--- config.mk ---
export PLATFORM = sky130hd
export DESIGN_NAME = nrdiv_unit
export DESIGN_NICKNAME = d
export VERILOG_FILES = /design/src/rtl/nrdiv_pkg.sv /design/src/rtl/nrdiv_ctrl.sv /design/src/rtl/nrdiv_dpath.sv /design/src/rtl/nrdiv_unit.sv
export SDC_FILE = /design/constraint.sdc
export NUM_CORES = 1
export LEC_CHECK = 0
export ABC_AREA = 1
export BUFFER_PORTS_ARGS = -buffer_cell sky130_fd_sc_hd__buf_2
export CORE_ASPECT_RATIO = 1.1
export CORE_MARGIN = 2
export CORE_UTILIZATION = 35
export DETAILED_ROUTE_END_ITERATION = 6
export GPL_TIMING_DRIVEN = 1
export PLACE_DENSITY = 0.51
export SYNTH_ARGS = -nofsm -noshare
export SYNTH_HDL_FRONTEND = slang
export SYNTH_SLANG_ARGS = --single-unit
--- constraint.sdc ---
create_clock -name clk -period 5 [get_ports clk]
set_input_delay 0.5 -clock clk [delete_from_list [all_inputs] [get_ports clk]]
set_output_delay 0.5 -clock clk [all_outputs]
set_load 0.01 [all_outputs]
--- src/rtl/nrdiv_pkg.sv ---
package nrdiv_pkg;
  localparam int unsigned DIV_DATA_W  = 18;
  localparam int unsigned DIV_STEP_W  = 6;
  localparam int unsigned DIV_OVF_LAT = 5;

  // strobes from control to datapath
  typedef struct packed {
    logic load;    // capture operands
    logic prep;    // sign handling and trial subtraction
    logic step;    // one non-restoring iteration
    logic fix;     // remainder correction and result write
    logic ovfEnd;  // overflow result write
  } divCtrl_t;

  typedef enum logic [2:0] {
    ST_IDLE,
    ST_PREP,
    ST_STEP,
    ST_FIX,
    ST_OVF
  } divState_t;
endpackage

--- src/rtl/nrdiv_ctrl.sv ---
module nrdiv_ctrl
  import nrdiv_pkg::*;
#(
  parameter int unsigned STEP_W  = DIV_STEP_W,
  parameter int unsigned OVF_LAT = DIV_OVF_LAT
) (
  input  logic              clk,
  input  logic              rstN,
  input  logic              start,
  input  logic [STEP_W-1:0] stepField,
  input  logic              firstOvf,
  output divCtrl_t          ctl,
  output logic              done
);
  // overflow wait: PREP plus OVF_LAT-1 further edges
  localparam logic [STEP_W-1:0] OVF_LOAD = {STEP_W{1'b0}} - STEP_W'(OVF_LAT - 1);

  divState_t         state;
  logic [STEP_W-1:0] stepCtr;
  logic [STEP_W-1:0] ctrInc;
  logic              ctrWrap;
  logic              doneR;

  assign ctrInc  = stepCtr + 1'b1;
  assign ctrWrap = (ctrInc == '0);
  assign done    = doneR;

  always_comb begin
    ctl = '0;
    unique case (state)
      ST_IDLE: ctl.load   = start;
      ST_PREP: ctl.prep   = 1'b1;
      ST_STEP: ctl.step   = 1'b1;
      ST_FIX:  ctl.fix    = 1'b1;
      ST_OVF:  ctl.ovfEnd = ctrWrap;
      default: ctl = '0;
    endcase
  end

  always_ff @(posedge clk or negedge rstN) begin
    if (!rstN) begin
      state   <= ST_IDLE;
      stepCtr <= '0;
      doneR   <= 1'b0;
    end else begin
      doneR <= 1'b0;
      unique case (state)
        ST_IDLE: begin
          if (start) begin
            stepCtr <= {STEP_W{1'b0}} - stepField;
            state   <= ST_PREP;
          end
        end
        ST_PREP: begin
          if (firstOvf) begin
            stepCtr <= OVF_LOAD;
            state   <= ST_OVF;
          end else begin
            stepCtr <= ctrInc;
            state   <= ctrWrap ? ST_FIX : ST_STEP;
          end
        end
        ST_STEP: begin
          stepCtr <= ctrInc;
          if (ctrWrap) state <= ST_FIX;
        end
        ST_FIX: begin
          doneR <= 1'b1;
          state <= ST_IDLE;
        end
        ST_OVF: begin
          stepCtr <= ctrInc;
          if (ctrWrap) begin
            doneR <= 1'b1;
            state <= ST_IDLE;
          end
        end
        default: state <= ST_IDLE;
      endcase
    end
  end
endmodule

--- src/rtl/nrdiv_dpath.sv ---
module nrdiv_dpath
  import nrdiv_pkg::*;
#(
  parameter int unsigned DATA_W = DIV_DATA_W
) (
  input  logic              clk,
  input  logic              rstN,
  input  divCtrl_t          ctl,
  input  logic              signedMode,
  input  logic [DATA_W-1:0] acIn,
  input  logic [DATA_W-1:0] mqIn,
  input  logic [DATA_W-1:0] divisorIn,
  input  logic              linkIn,
  output logic              firstOvf,
  output logic [DATA_W-1:0] acOut,
  output logic [DATA_W-1:0] mqOut,
  output logic              linkOut
);
  // partial remainder lies in [-2d, 2d): two extra bits
  localparam int unsigned RW = DATA_W + 2;

  logic [DATA_W-1:0] hiR, mqR, dvsR;
  logic              modeR, divSignR, dSignR, qSignR;
  logic [RW-1:0]     remR;
  logic [DATA_W-1:0] acQ, mqQ;
  logic              linkQ;

  logic              negDiv;
  logic [DATA_W-1:0] hiMag, loMag;
  logic [DATA_W:0]   cmpLhs;
  logic [RW-1:0]     dvsExt, firstDiff, shifted, stepRes;
  logic [DATA_W-1:0] remLow;

  always_comb begin
    negDiv    = modeR & hiR[DATA_W-1];
    hiMag     = negDiv ? ~hiR : hiR;
    loMag     = negDiv ? ~mqR : mqR;
    dvsExt    = {2'b00, dvsR};
    // signed quotient must fit DATA_W-1 bits, so compare one bit lower
    cmpLhs    = modeR ? {hiMag, loMag[DATA_W-1]} : {1'b0, hiMag};
    firstOvf  = (cmpLhs >= {1'b0, dvsR});
    firstDiff = {2'b00, hiMag} - dvsExt;
    shifted   = {remR[RW-2:0], mqR[DATA_W-1]};
    stepRes   = remR[RW-1] ? (shifted + dvsExt) : (shifted - dvsExt);
    remLow    = remR[RW-1] ? (remR[DATA_W-1:0] + dvsR) : remR[DATA_W-1:0];
  end

  always_ff @(posedge clk or negedge rstN) begin
    if (!rstN) begin
      hiR      <= '0;
      mqR      <= '0;
      dvsR     <= '0;
      modeR    <= 1'b0;
      divSignR <= 1'b0;
      dSignR   <= 1'b0;
      qSignR   <= 1'b0;
      remR     <= '0;
      acQ      <= '0;
      mqQ      <= '0;
      linkQ    <= 1'b0;
    end else begin
      if (ctl.load) begin
        hiR      <= acIn;
        mqR      <= mqIn;
        dvsR     <= divisorIn;
        modeR    <= signedMode;
        divSignR <= signedMode & linkIn;
      end
      if (ctl.prep) begin
        remR   <= firstDiff;
        mqR    <= loMag;
        dSignR <= negDiv;
        qSignR <= negDiv ^ divSignR;
      end
      if (ctl.step) begin
        remR <= stepRes;
        mqR  <= {mqR[DATA_W-2:0], ~stepRes[RW-1]};
      end
      if (ctl.fix) begin
        acQ   <= dSignR ? ~remLow : remLow;
        mqQ   <= qSignR ? ~mqR : mqR;
        linkQ <= 1'b0;
      end
      if (ctl.ovfEnd) begin
        linkQ <= 1'b1;
      end
    end
  end

  assign acOut   = acQ;
  assign mqOut   = mqQ;
  assign linkOut = linkQ;
endmodule

--- src/rtl/nrdiv_unit.sv ---
module nrdiv_unit
  import nrdiv_pkg::*;
#(
  parameter int unsigned DATA_W  = DIV_DATA_W,
  parameter int unsigned STEP_W  = DIV_STEP_W,
  parameter int unsigned OVF_LAT = DIV_OVF_LAT
) (
  input  logic              clk,
  input  logic              rstN,
  input  logic              start,
  input  logic              signedMode,
  input  logic [STEP_W-1:0] stepField,
  input  logic [DATA_W-1:0] acIn,
  input  logic [DATA_W-1:0] mqIn,
  input  logic [DATA_W-1:0] divisorIn,
  input  logic              linkIn,
  output logic              done,
  output logic [DATA_W-1:0] acOut,
  output logic [DATA_W-1:0] mqOut,
  output logic              linkOut
);
  divCtrl_t ctl;
  logic     firstOvf;

  nrdiv_ctrl #(.STEP_W(STEP_W), .OVF_LAT(OVF_LAT)) u_ctrl (
    .clk       (clk),
    .rstN      (rstN),
    .start     (start),
    .stepField (stepField),
    .firstOvf  (firstOvf),
    .ctl       (ctl),
    .done      (done)
  );

  nrdiv_dpath #(.DATA_W(DATA_W)) u_dpath (
    .clk        (clk),
    .rstN       (rstN),
    .ctl        (ctl),
    .signedMode (signedMode),
    .acIn       (acIn),
    .mqIn       (mqIn),
    .divisorIn  (divisorIn),
    .linkIn     (linkIn),
    .firstOvf   (firstOvf),
    .acOut      (acOut),
    .mqOut      (mqOut),
    .linkOut    (linkOut)
  );
endmodule

Word level (Yosys, flattened, before mapping)
Index checks and enable logic that the tools add are counted.
{"block": "totals", "regBits": 125, "in_bits": 65, "out_inout_bits": 38, "wordCells": 77}
{"block": "op_classes", "n_addsub": 6, "order_cmp": 1, "n_eq_ne": 8, "mux": 30, "bitwise_logic": 7, "reduce_logical": 10}
{"operator": "$mux W18", "n": 8}
{"operator": "$mux W20", "n": 3}
{"operator": "$not A18 Y18", "n": 3}
{"operator": "$add A20 B18 Y20", "n": 1}
{"operator": "$sub A20 B18 Y20", "n": 1}
{"operator": "$ge A19 B18 Y1", "n": 1}
{"operator": "$mux W19", "n": 1}
{"operator": "$sub A18 B18 Y19", "n": 1}
{"operator": "$add A18 B18 Y18", "n": 1}
{"operator": "$pmux W6 S3", "n": 1}
{"operator": "$mux W3", "n": 4}
{"operator": "$mux W6", "n": 2}
{"operator": "$pmux W3 S4", "n": 1}
{"operator": "$mux W1", "n": 9}
{"operator": "$add A6 B1 Y6 const B", "n": 1}
{"operator": "$eq A3 B2 Y1 const B", "n": 2}
{"operator": "$logic_not A6 Y1", "n": 1}
{"operator": "$reduce_bool A3 Y1", "n": 2}
{"operator": "$sub A1 B6 Y6 const A", "n": 1}
{"operator": "$ne A2 B1 Y1 const B", "n": 2}
{"operator": "$reduce_and A2 Y1", "n": 2}
{"operator": "$reduce_bool A2 Y1", "n": 2}
{"operator": "$eq A3 B1 Y1 const B", "n": 1}
{"operator": "$eq A3 B3 Y1 const B", "n": 1}
{"operator": "9 further kinds", "n": 10}

Depth between registers and ports, before layout
{"block": "logic_depth", "ltp_word": 6, "ltp_mapped": 23, "depth_no_buf": 23}

By module
A second synthesis with hierarchy kept.
{"block": "unflattened", "hier_cells": 1494, "hier_area_um2": 10440.0}
{"mod": "nrdiv_dpath", "instances": 1, "cells_per_inst": 1373, "area_per_inst_um2": 9606.7, "seq_area_each_um2": 2877.8}
{"mod": "nrdiv_ctrl", "instances": 1, "cells_per_inst": 121, "area_per_inst_um2": 833.3, "seq_area_each_um2": 250.2}

Worst setup path after synthesis
OpenSTA, ideal clock, no wires.
{"block": "synth_path", "path_kind": "register to register", "from": "reg u_dpath.dvsR[1]", "to": "reg u_dpath.remR[19]", "setup_time_ns": 0.125, "arrival_ns": 2.785, "required_time_ns": 4.875, "path_slack_ns": 2.090, "stages_incl_launch_ff": 23, "n_path_buf": 0, "synth_period_minus_slack_ns": 2.910, "cell_sequence": "dfrtp_1 > inv_1 > ha_1 > inv_1 > nor2_1 > nand2_1 > nor3_1 > nand3_1 > nor2_1 > nor2_1 > a21oi_1 > xor2_1 > ha_1 > nand2_1 > inv_1 > nand3_1 > nor2_1 > nand3_1 > nor2_1 > nand3b_1 > nand2_1 > nand3_1 > a21oi_1"}
{"block": "synth_between", "elab_chain_len": 3, "word_cells_on_any_way": 6, "classes_between": "add/sub: 3; mux: 3"}
{"element": "start, declared", "line_no": "nrdiv_dpath.sv:22", "text": "logic [DATA_W-1:0] hiR, mqR, dvsR;"}
{"element": "start signal, assigned", "line_no": "nrdiv_dpath.sv:65", "text": "dvsR <= divisorIn;"}
{"element": "$sub A20 B18 Y20 (tied with other cells)", "line_no": "nrdiv_dpath.sv:44", "text": "stepRes = remR[RW-1] ? (shifted + dvsExt) : (shifted - dvsExt);"}
{"element": "$mux W20 (on tied branches)", "line_no": "nrdiv_dpath.sv:44, nrdiv_dpath.sv:69"}
{"element": "$mux W20 (*)", "line_no": "nrdiv_dpath.sv:75", "text": "if (ctl.step) begin"}
{"element": "end signal, assigned", "line_no": "nrdiv_dpath.sv:70", "text": "remR <= firstDiff;"}
{"element": "end signal, assigned", "line_no": "nrdiv_dpath.sv:76", "text": "remR <= stepRes;"}
{"element": "end, declared", "line_no": "nrdiv_dpath.sv:24", "text": "logic [RW-1:0] remR;"}
Every way passes the cells marked *; elsewhere a longest branch is shown, timed or not. The select of a mux whose other input is x is not followed.
A chain may end at the register's enable or synchronous reset.

Worst setup path in the final report
{"block": "layout_path", "from": "reg u_dpath.dvsR[1]", "to": "reg u_dpath.mqR[0]"}
{"block": "layout_between", "elab_chain_len": 4, "word_cells_on_any_way": 5, "classes_between": "add/sub: 2; mux: 2; bitwise: 1"}
{"element": "$sub A20 B18 Y20 or $add A20 B18 Y20 (tied branches)", "line_no": "nrdiv_dpath.sv:44"}
{"element": "$mux W20 (*)", "line_no": "nrdiv_dpath.sv:44"}
{"element": "$not A1 Y1 (*)", "line_no": "nrdiv_dpath.sv:77", "text": "mqR <= {mqR[DATA_W-2:0], ~stepRes[RW-1]};"}
{"element": "$mux W18 (*)", "line_no": "nrdiv_dpath.sv:75"}
{"element": "end signal, assigned", "line_no": "nrdiv_dpath.sv:64", "text": "mqR <= mqIn;"}
{"element": "end signal, assigned", "line_no": "nrdiv_dpath.sv:71", "text": "mqR <= loMag;"}
{"element": "end signal, assigned", "line_no": "nrdiv_dpath.sv:77"}
{"element": "end, declared", "line_no": "nrdiv_dpath.sv:22"}
Every way passes the cells marked *; elsewhere a longest branch is shown, timed or not.

==> reports/results.txt <==
type of origin of the critical path - flop
Port Buf Inserts - 102
Clk pin slew, worst setup/hold paths - 0.07 ns
arrival time worst endpoint - 3.85 ns
area fraction of the dominant cell type after synthesis - 0.308
root buffer cell - clkbuf_16
GRT Total Usage - 0.204
Post-route DRC - 0
hold_ws - 0.258 ns
Detailed Routing Iterations Pass 1 - 5
setup bufs post-CTS - 0
clock period minus worst slack - 3.56 ns
GRT overflow - 0
fill cell instance count of the final layout - 3,103
ys async rst share - 1.00
initial core utilization - 0.354
share of layout cells above drive strength 1 - 0.119
clk_lat worst skew - 0.44 ns
slowest cell delay on critical path - 0.45 ns
period utilisation layout - 0.712
Syn Nets - 1,602
Hold Buf Count CTS - 1
initial drt markers - 783
Worst Hold Class - in2reg
DP Wirelength - 23.4 mm
Post-Syn Area - 0.0101 mm^2
Die Y - 183 um
Die Wd - 166 um
CTS tree - yes
core area - 0.0286 mm^2
Buf/Inv on CP - 3
Synth area leaders - dfrtp_1 31%, nand2_1 16%, ha_1 9.3%
mean area per synthesized cell - 6.95 um^2
CTS H-tree lvls - 4
most common library cells after synthesis - 439 x nand2_1, 135 x inv_1, 125 x dfrtp_1
Max transition margin - 0.311
post-synthesis sequential area ratio - 0.308
IO Pins - 103
Final #Nets - 1,689
Num CTS Buffers - 17
Setup Skew - 0.0226 ns
largest net degree at the start of global routing - 63
DR vias - 9,572
final design utilization - 0.405
first-pass GRT wire length - 49.5 mm
number of global-route vias before repair - 9,374
post-synth top area cell - dfrtp_1
drt via density - 4.97
number of nets still failing antenna checks after routing - 0
CP required - 5.29 ns
routability cong. - 0.951
top-count cell post-synth - nand2_1
DIE AREA - 0.0303 mm^2
Tightest Pin Transition - 1.03 ns
n_diodes - 0
synth warn - 0
Routed WL - 30.0 mm
main flop type after synthesis - dfrtp_1
CP top delay family - simple AND/OR/NAND/NOR gates
Max Slew Vio Count - 0
Post-synth EDFFs - 0
Cells after Synth - 1,459
Rows - 65
most used cell, CP - nor2_1
max-capacitance violation count - 0
CP endpoint kind - flop
crit path max fanout - 6
clk sinks - 125
status - finished clean
antenna violations before repair - 0
post-CTS resize count - 0
Crit-path slowest cell - dfrtp_1
Multi-input gate area - 0.00625 mm^2
FF+latch area - 0.00313 mm^2
Final setup violation count - 0
CTS max path bufs - 2
detail-routed net length per standard cell - 15.6 um
Area Overhead vs Synth - 14.4%
max frequency - 281 MHz
Netlist cell types - 44
Setup TNS - 0 ns
RSZ-0062 raised after global routing - no
register bit count reported by yosys - 125
CP cell instances - inv_1 > ha_1 > inv_1 > nor2_1 > nand2_1 > nor3_1 > nand3_1 > nor2_1 > nor2_1 > a21oi_1 > xor2_1 > ha_1 > nand2_1 > inv_1 > nand3_1 > nor2_1 > nand3_1 > nor2_1 > nor2_1 > nand2_1 > nand3_1 > nand2_1 > o21ai_1
crit path kind - reg2reg
Fin. Hold Viols - 0
kinds of logic after synthesis:
logic type                 Yosys count  share of synthesized area
DFF                                125                      0.308
AOI/OAI and AO/OA                  289                      0.165
adders and majority gates           78                     0.0985
and+or+nand+nor                    697                      0.287
xor gates and xnor gates            76                     0.0656
buffers and inverters              194                     0.0755
tightest hold or removal path: stages:
cell and delay [ns]:
buf_2 0.07, nand2_1 0.04, nand2_1 0.05
metal layers:
layer | vias to the layer above | routed length, um | global-route usage | part of all wire
met2 | 197 | 13500 | 0.333 | 0.45
met1 | 4337 | 15000 | 0.283 | 0.50
met3 | 38 | 848 | 0.0269 | 0.028
li1 | 5000 | - | - | -
met4 | 0 | 724 | 0.0610 | 0.024
met5 | - | 0 | 0 | 0
cells in the final DEF, fill, tap and decap left out, types with 3 or more instances in the layout:
cell / count
nor3_1: 13
nand2_1: 439
a22oi_1: 4
o221ai_1: 5
nand3b_1: 8
fa_1: 3
o21ai_1: 29
dfrtp_1: 125
o21bai_1: 9
clkbuf_16: 17
xor2_1: 53
o21ai_0: 110
nor4_1: 3
o22ai_1: 4
nor2_2: 4
a21oi_1: 81
inv_1: 135
inv_2: 11
inv_6: 6
nand3_1: 103
xnor2_1: 23
or2_2: 10
nor2_1: 99
inv_8: 4
a211oi_1: 4
a31oi_1: 17
a21o_1: 8
buf_2: 101
ha_1: 75
nand4_1: 10
buf_4: 11
o221ai_2: 9
layout make-up:
class,instances,area share
Tap cell,368,0.0397
Sequential cell,125,0.270
Inverter,148,0.0479
Clock inverter,15,0.0146
Timing Repair Buffer,114,0.0525
Clock buffer,17,0.0367
Multi-Input combinational cell,1140,0.539
flip-flops by register name (all words and copies together), names as in the netlist:
signal	cells
u_dpath.qSignR	1
u_dpath.mqOut	18
u_dpath.remR	20
u_ctrl.done	1
u_dpath.mqR	18
u_dpath.hiR	18
u_dpath.divSignR	1
u_dpath.linkOut	1
u_ctrl.state	3
u_dpath.dSignR	1
u_dpath.acOut	18
u_ctrl.stepCtr	6
u_dpath.dvsR	18
u_dpath.modeR	1
worst paths after layout:
path                                   from                 to  slack (ns)  cells past startpoint
hold reg to reg            u_dpath.acOut[9]   u_dpath.acOut[9]        0.47                      2
setup reg to reg            u_dpath.dvsR[1]     u_dpath.mqR[0]        1.44                     23
hold / removal                      acIn[2]     u_dpath.hiR[2]        0.26                      3
setup / recovery            u_dpath.dvsR[1]     u_dpath.mqR[0]        1.44                     23
min in group asynchronous              rstN  u_dpath.mqOut[10]        0.52                      2
max in group asynchronous              rstN    u_dpath.dvsR[8]        3.48                      3
metrics by stage:
stage               setup WS [ns]  cells  area, um^2
finish                       1.44   1927       11600
detailed placement           1.42   1894       11000
global route                0.951   1927       11600
floorplan                    2.09   1459       10100
global placement             1.49   1894       11000
CTS                          1.40   1927       11600
Power is left out: the tool's default activity adds up to more than one toggle a clock period on the data nets, which glitch-free logic cannot reach.
